===== src/rtl/tw_pkg.sv =====
package tw_pkg;
  localparam int DATA_W = 8;
  localparam int DIV_W  = 7;
  localparam int REG_W  = DIV_W + 1 + DATA_W;
  localparam int BIT_W  = $clog2(DATA_W);

  typedef struct packed {
    logic cpol;
    logic cpha;
    logic lsb_first;
    logic len8;
  } frame_cfg_t;
endpackage


===== src/rtl/tw_regs.sv =====
module tw_regs
  import tw_pkg::*;
(
  input  logic              clk_i,
  input  logic              rst_ni,
  input  logic              we_i,
  input  logic [1:0]        addr_i,
  input  logic [REG_W-1:0]  wdata_i,
  output logic [REG_W-1:0]  rdata_o,
  input  logic              busy_i,
  input  logic [DATA_W-1:0] rx_i,
  input  logic              load_i,
  output logic              cks_o,
  output logic              irq_src_o,
  output frame_cfg_t        cfg_o,
  output logic [DIV_W-1:0]  div_o,
  output logic [DATA_W-1:0] tx_byte_o,
  output logic              tx_full_o
);
  always_ff @(posedge clk_i or negedge rst_ni) begin
    if (!rst_ni) begin
      cks_o     <= 1'b0;
      irq_src_o <= 1'b0;
      cfg_o     <= '0;
      div_o     <= '0;
      tx_byte_o <= '0;
      tx_full_o <= 1'b0;
    end else begin
      if (load_i) tx_full_o <= 1'b0;
      if (we_i) begin
        unique case (addr_i)
          2'd0: {irq_src_o, cks_o} <= wdata_i[1:0];
          2'd1: cfg_o <= frame_cfg_t'(wdata_i[3:0]);
          2'd2: begin
            div_o     <= wdata_i[REG_W-1 -: DIV_W];
            tx_byte_o <= wdata_i[DATA_W-1:0];
            tx_full_o <= 1'b1;  // write wins over same-cycle load
          end
          default: ;
        endcase
      end
    end
  end

  always_comb begin
    unique case (addr_i)
      2'd0:    rdata_o = REG_W'({irq_src_o, cks_o});
      2'd1:    rdata_o = REG_W'(cfg_o);
      2'd2:    rdata_o = {div_o, 1'b0, rx_i};
      default: rdata_o = REG_W'({tx_full_o, busy_i});
    endcase
  end
endmodule


===== src/rtl/tw_baud.sv =====
module tw_baud
  import tw_pkg::*;
(
  input  logic             clk_i,
  input  logic             rst_ni,
  input  logic [1:0]       ck_en_i,
  input  logic             sel_i,
  input  logic [DIV_W-1:0] div_i,
  input  logic             run_i,
  output logic             half_tick_o
);
  logic             op_en;
  logic [DIV_W-1:0] cnt_q;

  assign op_en       = ck_en_i[sel_i];
  assign half_tick_o = run_i && op_en && (cnt_q == div_i);

  always_ff @(posedge clk_i or negedge rst_ni) begin
    if (!rst_ni)        cnt_q <= '0;
    else if (!run_i)    cnt_q <= '0;
    else if (op_en)     cnt_q <= (cnt_q == div_i) ? '0 : cnt_q + 1'b1;
  end
endmodule


===== src/rtl/tw_engine.sv =====
module tw_engine
  import tw_pkg::*;
(
  input  logic              clk_i,
  input  logic              rst_ni,
  input  frame_cfg_t        cfg_i,
  input  logic              tx_full_i,
  input  logic [DATA_W-1:0] tx_byte_i,
  input  logic              half_tick_i,
  input  logic              sdi_i,
  output logic              busy_o,
  output logic              load_o,
  output logic              done_o,
  output logic [DATA_W-1:0] rx_o,
  output logic              sck_o,
  output logic              sdo_o
);
  logic              half_q;
  logic [BIT_W-1:0]  bitk_q, lenm1, idx;
  logic [DATA_W-1:0] tx_q, acc_q;
  logic              last;

  assign lenm1  = cfg_i.len8 ? BIT_W'(DATA_W-1) : BIT_W'(DATA_W-2);
  assign idx    = cfg_i.lsb_first ? bitk_q : lenm1 - bitk_q;
  assign last   = (bitk_q == lenm1);
  assign done_o = busy_o && half_q && half_tick_i && last;
  assign load_o = tx_full_i && (!busy_o || done_o);
  // second half is active for phase 0, first half for phase 1
  assign sck_o  = busy_o && (half_q ^ cfg_i.cpha) ? cfg_i.cpol : ~cfg_i.cpol;
  assign sdo_o  = busy_o ? tx_q[idx] : 1'b1;

  always_ff @(posedge clk_i or negedge rst_ni) begin
    if (!rst_ni) begin
      busy_o <= 1'b0;
      half_q <= 1'b0;
      bitk_q <= '0;
      tx_q   <= '0;
      acc_q  <= '0;
      rx_o   <= '0;
    end else begin
      if (done_o) rx_o <= acc_q;
      if (load_o) begin
        busy_o <= 1'b1;
        half_q <= 1'b0;
        bitk_q <= '0;
        tx_q   <= tx_byte_i;
        acc_q  <= '0;
      end else if (done_o) begin
        busy_o <= 1'b0;
      end else if (busy_o && half_tick_i) begin
        if (!half_q) begin
          half_q     <= 1'b1;
          acc_q[idx] <= sdi_i;
        end else begin
          half_q <= 1'b0;
          bitk_q <= bitk_q + 1'b1;
        end
      end
    end
  end

  AST_START_NEEDS_DATA: assert property (@(posedge clk_i) disable iff (!rst_ni)
    $rose(busy_o) |-> $past(tx_full_i));
  AST_END_WITH_DONE: assert property (@(posedge clk_i) disable iff (!rst_ni)
    $fell(busy_o) |-> $past(done_o));
  AST_RX_TOP_ZERO: assert property (@(posedge clk_i) disable iff (!rst_ni)
    done_o |=> ($past(cfg_i.len8) || !rx_o[DATA_W-1]));
endmodule


===== src/rtl/tw_serial_master.sv =====
module tw_serial_master
  import tw_pkg::*;
(
  input  logic             clk_i,
  input  logic             rst_ni,
  input  logic [1:0]       ck_en_i,
  input  logic             reg_we_i,
  input  logic [1:0]       reg_addr_i,
  input  logic [REG_W-1:0] reg_wdata_i,
  output logic [REG_W-1:0] reg_rdata_o,
  output logic             sck_o,
  output logic             sdo_o,
  input  logic             sdi_i,
  output logic             busy_o,
  output logic             irq_o
);
  logic              cks, irq_src, tx_full, load, done, half_tick;
  frame_cfg_t        cfg;
  logic [DIV_W-1:0]  div;
  logic [DATA_W-1:0] tx_byte, rx;

  tw_regs u_regs (
    .clk_i, .rst_ni, .we_i(reg_we_i), .addr_i(reg_addr_i), .wdata_i(reg_wdata_i),
    .rdata_o(reg_rdata_o), .busy_i(busy_o), .rx_i(rx), .load_i(load),
    .cks_o(cks), .irq_src_o(irq_src), .cfg_o(cfg), .div_o(div),
    .tx_byte_o(tx_byte), .tx_full_o(tx_full)
  );

  tw_baud u_baud (
    .clk_i, .rst_ni, .ck_en_i, .sel_i(cks), .div_i(div), .run_i(busy_o),
    .half_tick_o(half_tick)
  );

  tw_engine u_engine (
    .clk_i, .rst_ni, .cfg_i(cfg), .tx_full_i(tx_full), .tx_byte_i(tx_byte),
    .half_tick_i(half_tick), .sdi_i, .busy_o, .load_o(load), .done_o(done),
    .rx_o(rx), .sck_o, .sdo_o
  );

  always_ff @(posedge clk_i or negedge rst_ni) begin
    if (!rst_ni) irq_o <= 1'b0;
    else         irq_o <= irq_src ? load : done;
  end

  AST_IDLE_SCK: assert property (@(posedge clk_i) disable iff (!rst_ni)
    !busy_o |-> (sck_o == ~cfg.cpol));
  AST_IRQ_PULSE: assert property (@(posedge clk_i) disable iff (!rst_ni)
    irq_o |=> !irq_o);
endmodule


===== config.mk =====
export PLATFORM = sky130hd
export DESIGN_NAME = tw_serial_master
export DESIGN_NICKNAME = d
export VERILOG_FILES = /design/src/rtl/tw_pkg.sv /design/src/rtl/tw_regs.sv /design/src/rtl/tw_baud.sv /design/src/rtl/tw_engine.sv /design/src/rtl/tw_serial_master.sv
export SDC_FILE = /design/constraint.sdc
export NUM_CORES = 1
export LEC_CHECK = 0
export CAP_MARGIN = 30
export CELL_PAD_IN_SITES_DETAIL_PLACEMENT = 0
export CELL_PAD_IN_SITES_GLOBAL_PLACEMENT = 1
export CORE_MARGIN = 2
export CORE_UTILIZATION = 45
export DETAILED_ROUTE_END_ITERATION = 7
export PLACE_DENSITY_LB_ADDON = 0.1
export SYNTH_ARGS = -nofsm -noshare
export SYNTH_HDL_FRONTEND = slang
export SYNTH_SLANG_ARGS = --single-unit

===== constraint.sdc =====
create_clock -name clk_i -period 3 [get_ports clk_i]
set_input_delay 0.3 -clock clk_i [delete_from_list [all_inputs] [get_ports clk_i]]
set_output_delay 0.3 -clock clk_i [all_outputs]
set_load 0.01 [all_outputs]

[Yosys cells after proc, flatten, opt, wreduce, memory -nomap -nowiden]
Cells that the tools add are included.
Word-level totals
  logic and storage cells: 86
  output and inout bits: 20
  input port bits: 24
  flip-flop bits (word level): 59
Operators by class
  order comparisons: 3
  equal/unequal tests: 7
  reductions and logical operators: 21
  multiplexer cells: 33
  $add $sub $neg: 3
  bitwise operators: 2
Operator list (count)
  one-hot mux 16 bit (3 select lines): 1
  2-to-1 mux 8 bit: 4
  2-to-1 mux 7 bit: 3
  2-to-1 mux 1 bit: 17
  2-to-1 mux 3 bit: 5
  logical AND 1 bit: 9
  bitwise mux 8 bit: 1
  AND reduction 2 bit: 4
  adder 7 x 1 -> 7 bit, second input constant: 1
  == test 7 bit: 1
  != test 2 bit, second input constant: 3
  AND reduction 3 bit: 2
  nonzero test 2 bit: 3
  < comparator 3 x 4 -> 1 bit, second input constant: 1
  adder 3 x 1 -> 3 bit, second input constant: 1
  binary-select mux 1 bit (select 3 bit): 1
  demux 1 bit (select 3 bit): 1
  == test 3 bit: 1
  >= comparator 3 x 1 -> 1 bit, second input constant: 1
  subtractor 3 bit: 1
  == test 2 x 1 -> 1 bit, second input constant: 1
  == test 2 bit, second input constant: 1
  zero test 2 bit: 1
  < comparator 1 x 2 -> 1 bit, second input constant: 1
  4 further kinds: 4

[Depth between registers and ports, before layout]
  depth after elaboration: 12
  gate-level depth with buffers: 8
  gate-level depth less buffers: 8

[Modules after synthesis]
From an unflattened synthesis, not the netlist that was laid out.
Second synthesis, totals
  cell total of the unflattened synthesis: 277
  area, all modules: 3253.1 um^2
By module, submodules not included
  tw_engine: sequential area each 725.7 um^2, area each 1632.8 um^2, instances 1, cells an instance 156
  tw_regs: sequential area each 550.5 um^2, area each 1044.8 um^2, instances 1, cells an instance 69
  tw_baud: sequential area each 175.2 um^2, area each 535.5 um^2, instances 1, cells an instance 50
  tw_serial_master: sequential area each 25.0 um^2, area each 40.0 um^2, instances 1, cells an instance 2

[Worst setup path after synthesis]
No wires, ideal clock.
  path type: reg2out
  from: register u_engine.bitk_q[0]
  to: output sdo_o
  data required time: 2.700 ns
  cell stages (with the launch flop): 8
  path slack: 0.904 ns
  arrival time: 1.796 ns
  cells stage by stage: dfrtp_1 -> ha_1 -> ha_1 -> inv_1 -> mux2i_1 -> mux2_2 -> a21oi_1 -> o211ai_1
Between the ends
  word-level cells in the longest chain between the ends: 5
Ends and longest elaborated chain
  from (decl): RTL line tw_engine.sv:19  | logic [BIT_W-1:0] bitk_q, lenm1, idx;
  from (signal assigned): RTL line tw_engine.sv:56  | bitk_q <= bitk_q + 1'b1;
  subtractor 3 bit: RTL line tw_engine.sv:24  | assign idx = cfg_i.lsb_first ? bitk_q : lenm1 - bitk_q;
  2-to-1 mux 3 bit (*): RTL line tw_engine.sv:24
  binary-select mux 1 bit (select 3 bit) (*): RTL line tw_engine.sv:30  | assign sdo_o = busy_o ? tx_q[idx] : 1'b1;
  2-to-1 mux 1 bit (not written as such) (*): RTL line tw_engine.sv:30
  2-to-1 mux 1 bit (*): RTL line tw_engine.sv:30
  to (decl): RTL line tw_serial_master.sv:12  | output logic sdo_o,
Every way passes the cells marked *; elsewhere a longest branch is shown, timed or not. The select of a mux whose other input is x is not followed.

[Final worst setup path]
Same ends and word-level chain as after synthesis.

==> impl_results.md <==
- Outcome: finished clean
- Remaining DRCs: 0
- Routed length per placed instance: 16.91 um
- Sw Pwr: 0.8075 mW
- Final setup violation count: 0
- Drt pass-1 iters: 4
- 1st-iter DRT viols: 106
- Routability cong.: 0.8187
- Crit path largest cell delay: 0.45 ns
- Final instance area: 3695 um2
- Yosys top cell area share: 0.5043
- Initial Util: 0.4637
- Part of the power in registers: 0.436
- Max Clk Rate: 376.2 MHz
- Final ANT Viol Nets: 0
- Synth Instances: 245
- Critical path type: flip-flop to output pin
- Sw frac: 0.3293
- Die W: 84.66 um
- Top-Level Pins: 44
- Die area: 7167 um2
- Reg clk slew, reported paths: 0.07 ns
- Critical path buffer and inverter count: 1
- Share of cells above drive strength 1: 0.2418
- Synth warn: 0
- Ranking of synthesized cells by area: dfrtp_1 (50%), mux2_2 (13%), xnor2_1 (3.0%), mux2_1 (2.7%), and2_1 (2.6%)
- Post-DP HPWL: 4740 um
- Final period util: 0.8861
- Max-Slew Margin vs Limit: 0.5180
- Most common cell in the netlist: dfrtp_1
- Most frequent CP cell: ha_1
- Total track usage: 0.2016
- CP max-delay cell: dfrtp_2
- Global-route wire length before repair: 11100 um
- Netlist cell types: 49
- Global route overflow: 0
- Crit path cell chain: ha_1 > ha_1 > or3_1 > nand2_2 > mux2_2 > nand2_1 > o211ai_1 > dlymetal6s2s_1
- Storage element area: 1478 um2
- PwrDens: 663.6 nW/um2
- Largest family of logic cells by synthesized area: multiplexers
- Via count: 2068
- Synthesis-to-layout area growth: 26.20%
- CP delay by family, top: simple AND/OR/NAND/NOR gates
- Ys async rst share: 1.000
- Avg Cell Area, Syn: 11.95 um2
- Unrepaired setup endpoints after global routing: no
- Most used DFF post-synth: dfrtp_1
- Synth Area in Simple Gates: 0.1329
- CP endpoint kind: output pin
- Synth Cell Area: 2928 um2
- Worst Hold Class: input pin to asynchronous set/reset pin
- Synth Area in Adders: 0.01709
- Port Buf Inserts: 41
- Vias in the first global route: 2108
- DR vias/cell: 5.399
- Largest net degree at the start of global routing: 32
- Clk buf depth: 2
- Combinational power share: 0.277
- Most instantiated cells after synthesis: dfrtp_1 (59), mux2_2 (33), nand2_1 (15)
- Seq/Total Area, Yosys: 0.5043
- Max VDD drop: 0.0003822 V
- Core Box Area: 6314 um2
- Number of synthesized register bits: 59
- Setup TNS: 0 ns
- Tightest Pin Transition: 0.7212 ns
- Critical path peak fanout: 6
- CTS tree: built
- Critical path startpoint category: flip-flop
- CTS Sinks: 59
- Number of flops mapped to enable cells by yosys: 0
- Die height: 84.66 um
- Hold Buf Count CTS: 0
- Fin. max-slew vios: 0
- FILL cells: 565
- Total CTS buffers: 9
- Skew-Pair Late Insertion Delay: 0.34 ns
- XOR/XNOR share of the synthesized area: 0.04103
- Post-placement cell area: 3477 um2
- Pint: 1.644 mW
- FF-to-FF setup slack: 0.68 ns
- CTS H-tree depth: 3
- Leakage: 1.621 nW
- Layout Nets: 329
- Max-Cap Viols: 0
- Multi-input combinational cell area: 1405 um2
- Root Buffer Master: clkbuf_8
- Post-Route WL: 6478 um
- Postcts setup bufs: 0
- Final clock skew: 0.01316 ns
- Diodes inserted: 0
- Critical Path AT: 2.36 ns
- Mux contribution to synthesized area: 0.1812
- Clock share of power: 0.287
- Synthesized net count: 273
- Initial antenna violation count: 0
- Req. time, crit path: 2.70 ns
- Cell accounting for the most synthesized area: dfrtp_1
- Min Tclk post-route: 2.658 ns
- Std-Cell Rows: 29
- Synth Area in Compound Gates: 0.09915
- Fin. Hold Viols: 0
registers in the layout (all words and copies together) (netlist names), 3 cells and up:
register / count
u_regs.div_o: 7
u_regs.cfg_o: 4
u_engine.tx_q: 8
u_engine.rx_o: 8
u_engine.bitk_q: 3
u_regs.tx_byte_o: 8
u_baud.cnt_q: 7
u_engine.acc_q: 8
cell type report:
type,instances,area share
Clock buffer,13,0.04843
Clock inverter,3,0.005418
Inverter,7,0.007111
Multi-Input combinational cell,172,0.3803
Sequential cell,59,0.3999
Tap cell,77,0.02608
Timing Repair Buffer,52,0.1327
power groups by stage:
stage	combinational, mW	clock, mW	sequential (mW)
global route	0.756	0.761	1.09
finish	0.679	0.704	1.07
detailed placement	0.660	0	1.08
CTS	0.684	0.723	1.07
floorplan	0.442	0	1.03
global placement	0.647	0	1.07
routing by layer:
layer / track usage / wire (um) / vias up
met5: 0 / 0 / -
met4: 0.08369 / 138 / 0
met3: 0.04425 / 247 / 16
met2: 0.2878 / 2876 / 49
met1: 0.2973 / 3216 / 1000
li1: - / - / 1003
worst paths after layout:
path | depth (start not counted) | end | startpoint
max | 8 | sdo_o | u_engine.bitk_q[0]
min in group clk_i | 1 | u_engine.tx_q[4] | u_engine.tx_q[4]
max reg2reg | 6 | u_engine.tx_q[4] | u_baud.cnt_q[4]
min reg2reg | 1 | u_engine.tx_q[4] | u_engine.tx_q[4]
min | 1 | u_engine.acc_q[6] | rst_ni
max in group asynchronous | 2 | u_baud.cnt_q[2] | rst_ni
metrics by stage:
stage | power, mW | hold slack, ns | instances | worst slack, ns | util
2_1_floorplan | 1.472 | 0.004409 | 245 | 0.9045 | -
3_3_place_gp | 1.722 | 0.3794 | 367 | 0.2769 | 0.5507
3_5_place_dp | 1.739 | 0.3883 | 367 | 0.2733 | 0.5507
4_1_cts | 2.475 | 0.01907 | 383 | 0.01039 | 0.5846
5_1_grt | 2.611 | 0.05431 | 383 | 0.2647 | 0.5852
6_report | 2.452 | 0.01098 | 383 | 0.3417 | 0.5852
logic make-up after synthesis:
| kind of cell | Yosys count |
|---|---|
| buf+inv | 14 |
| compound gates | 41 |
| flops | 59 |
| xor+xnor | 12 |
| other cells | 1 |
| fa+ha+maj | 4 |
| simple gates | 69 |
| mux | 45 |
layout by cell type, fill, tap and decap left out, types with 9 or more instances in the layout:
master / count
mux2_2: 33
clkdlybuf4s50_1: 39
nor2_1: 10
clkbuf_8: 13
a21oi_1: 9
a211oi_1: 9
xnor2_1: 10
dfrtp_1: 58
nand2_1: 14
buf_4: 11
and2_1: 12
repair_timing:
action / CTS / global route
gates resized for setup: 4 / 2
cloned: 0 / 0
endpoints found under the hold margin: 0 / 0
setup endpoints to repair: 1 / 1
Power figures use the tool's default switching activity.
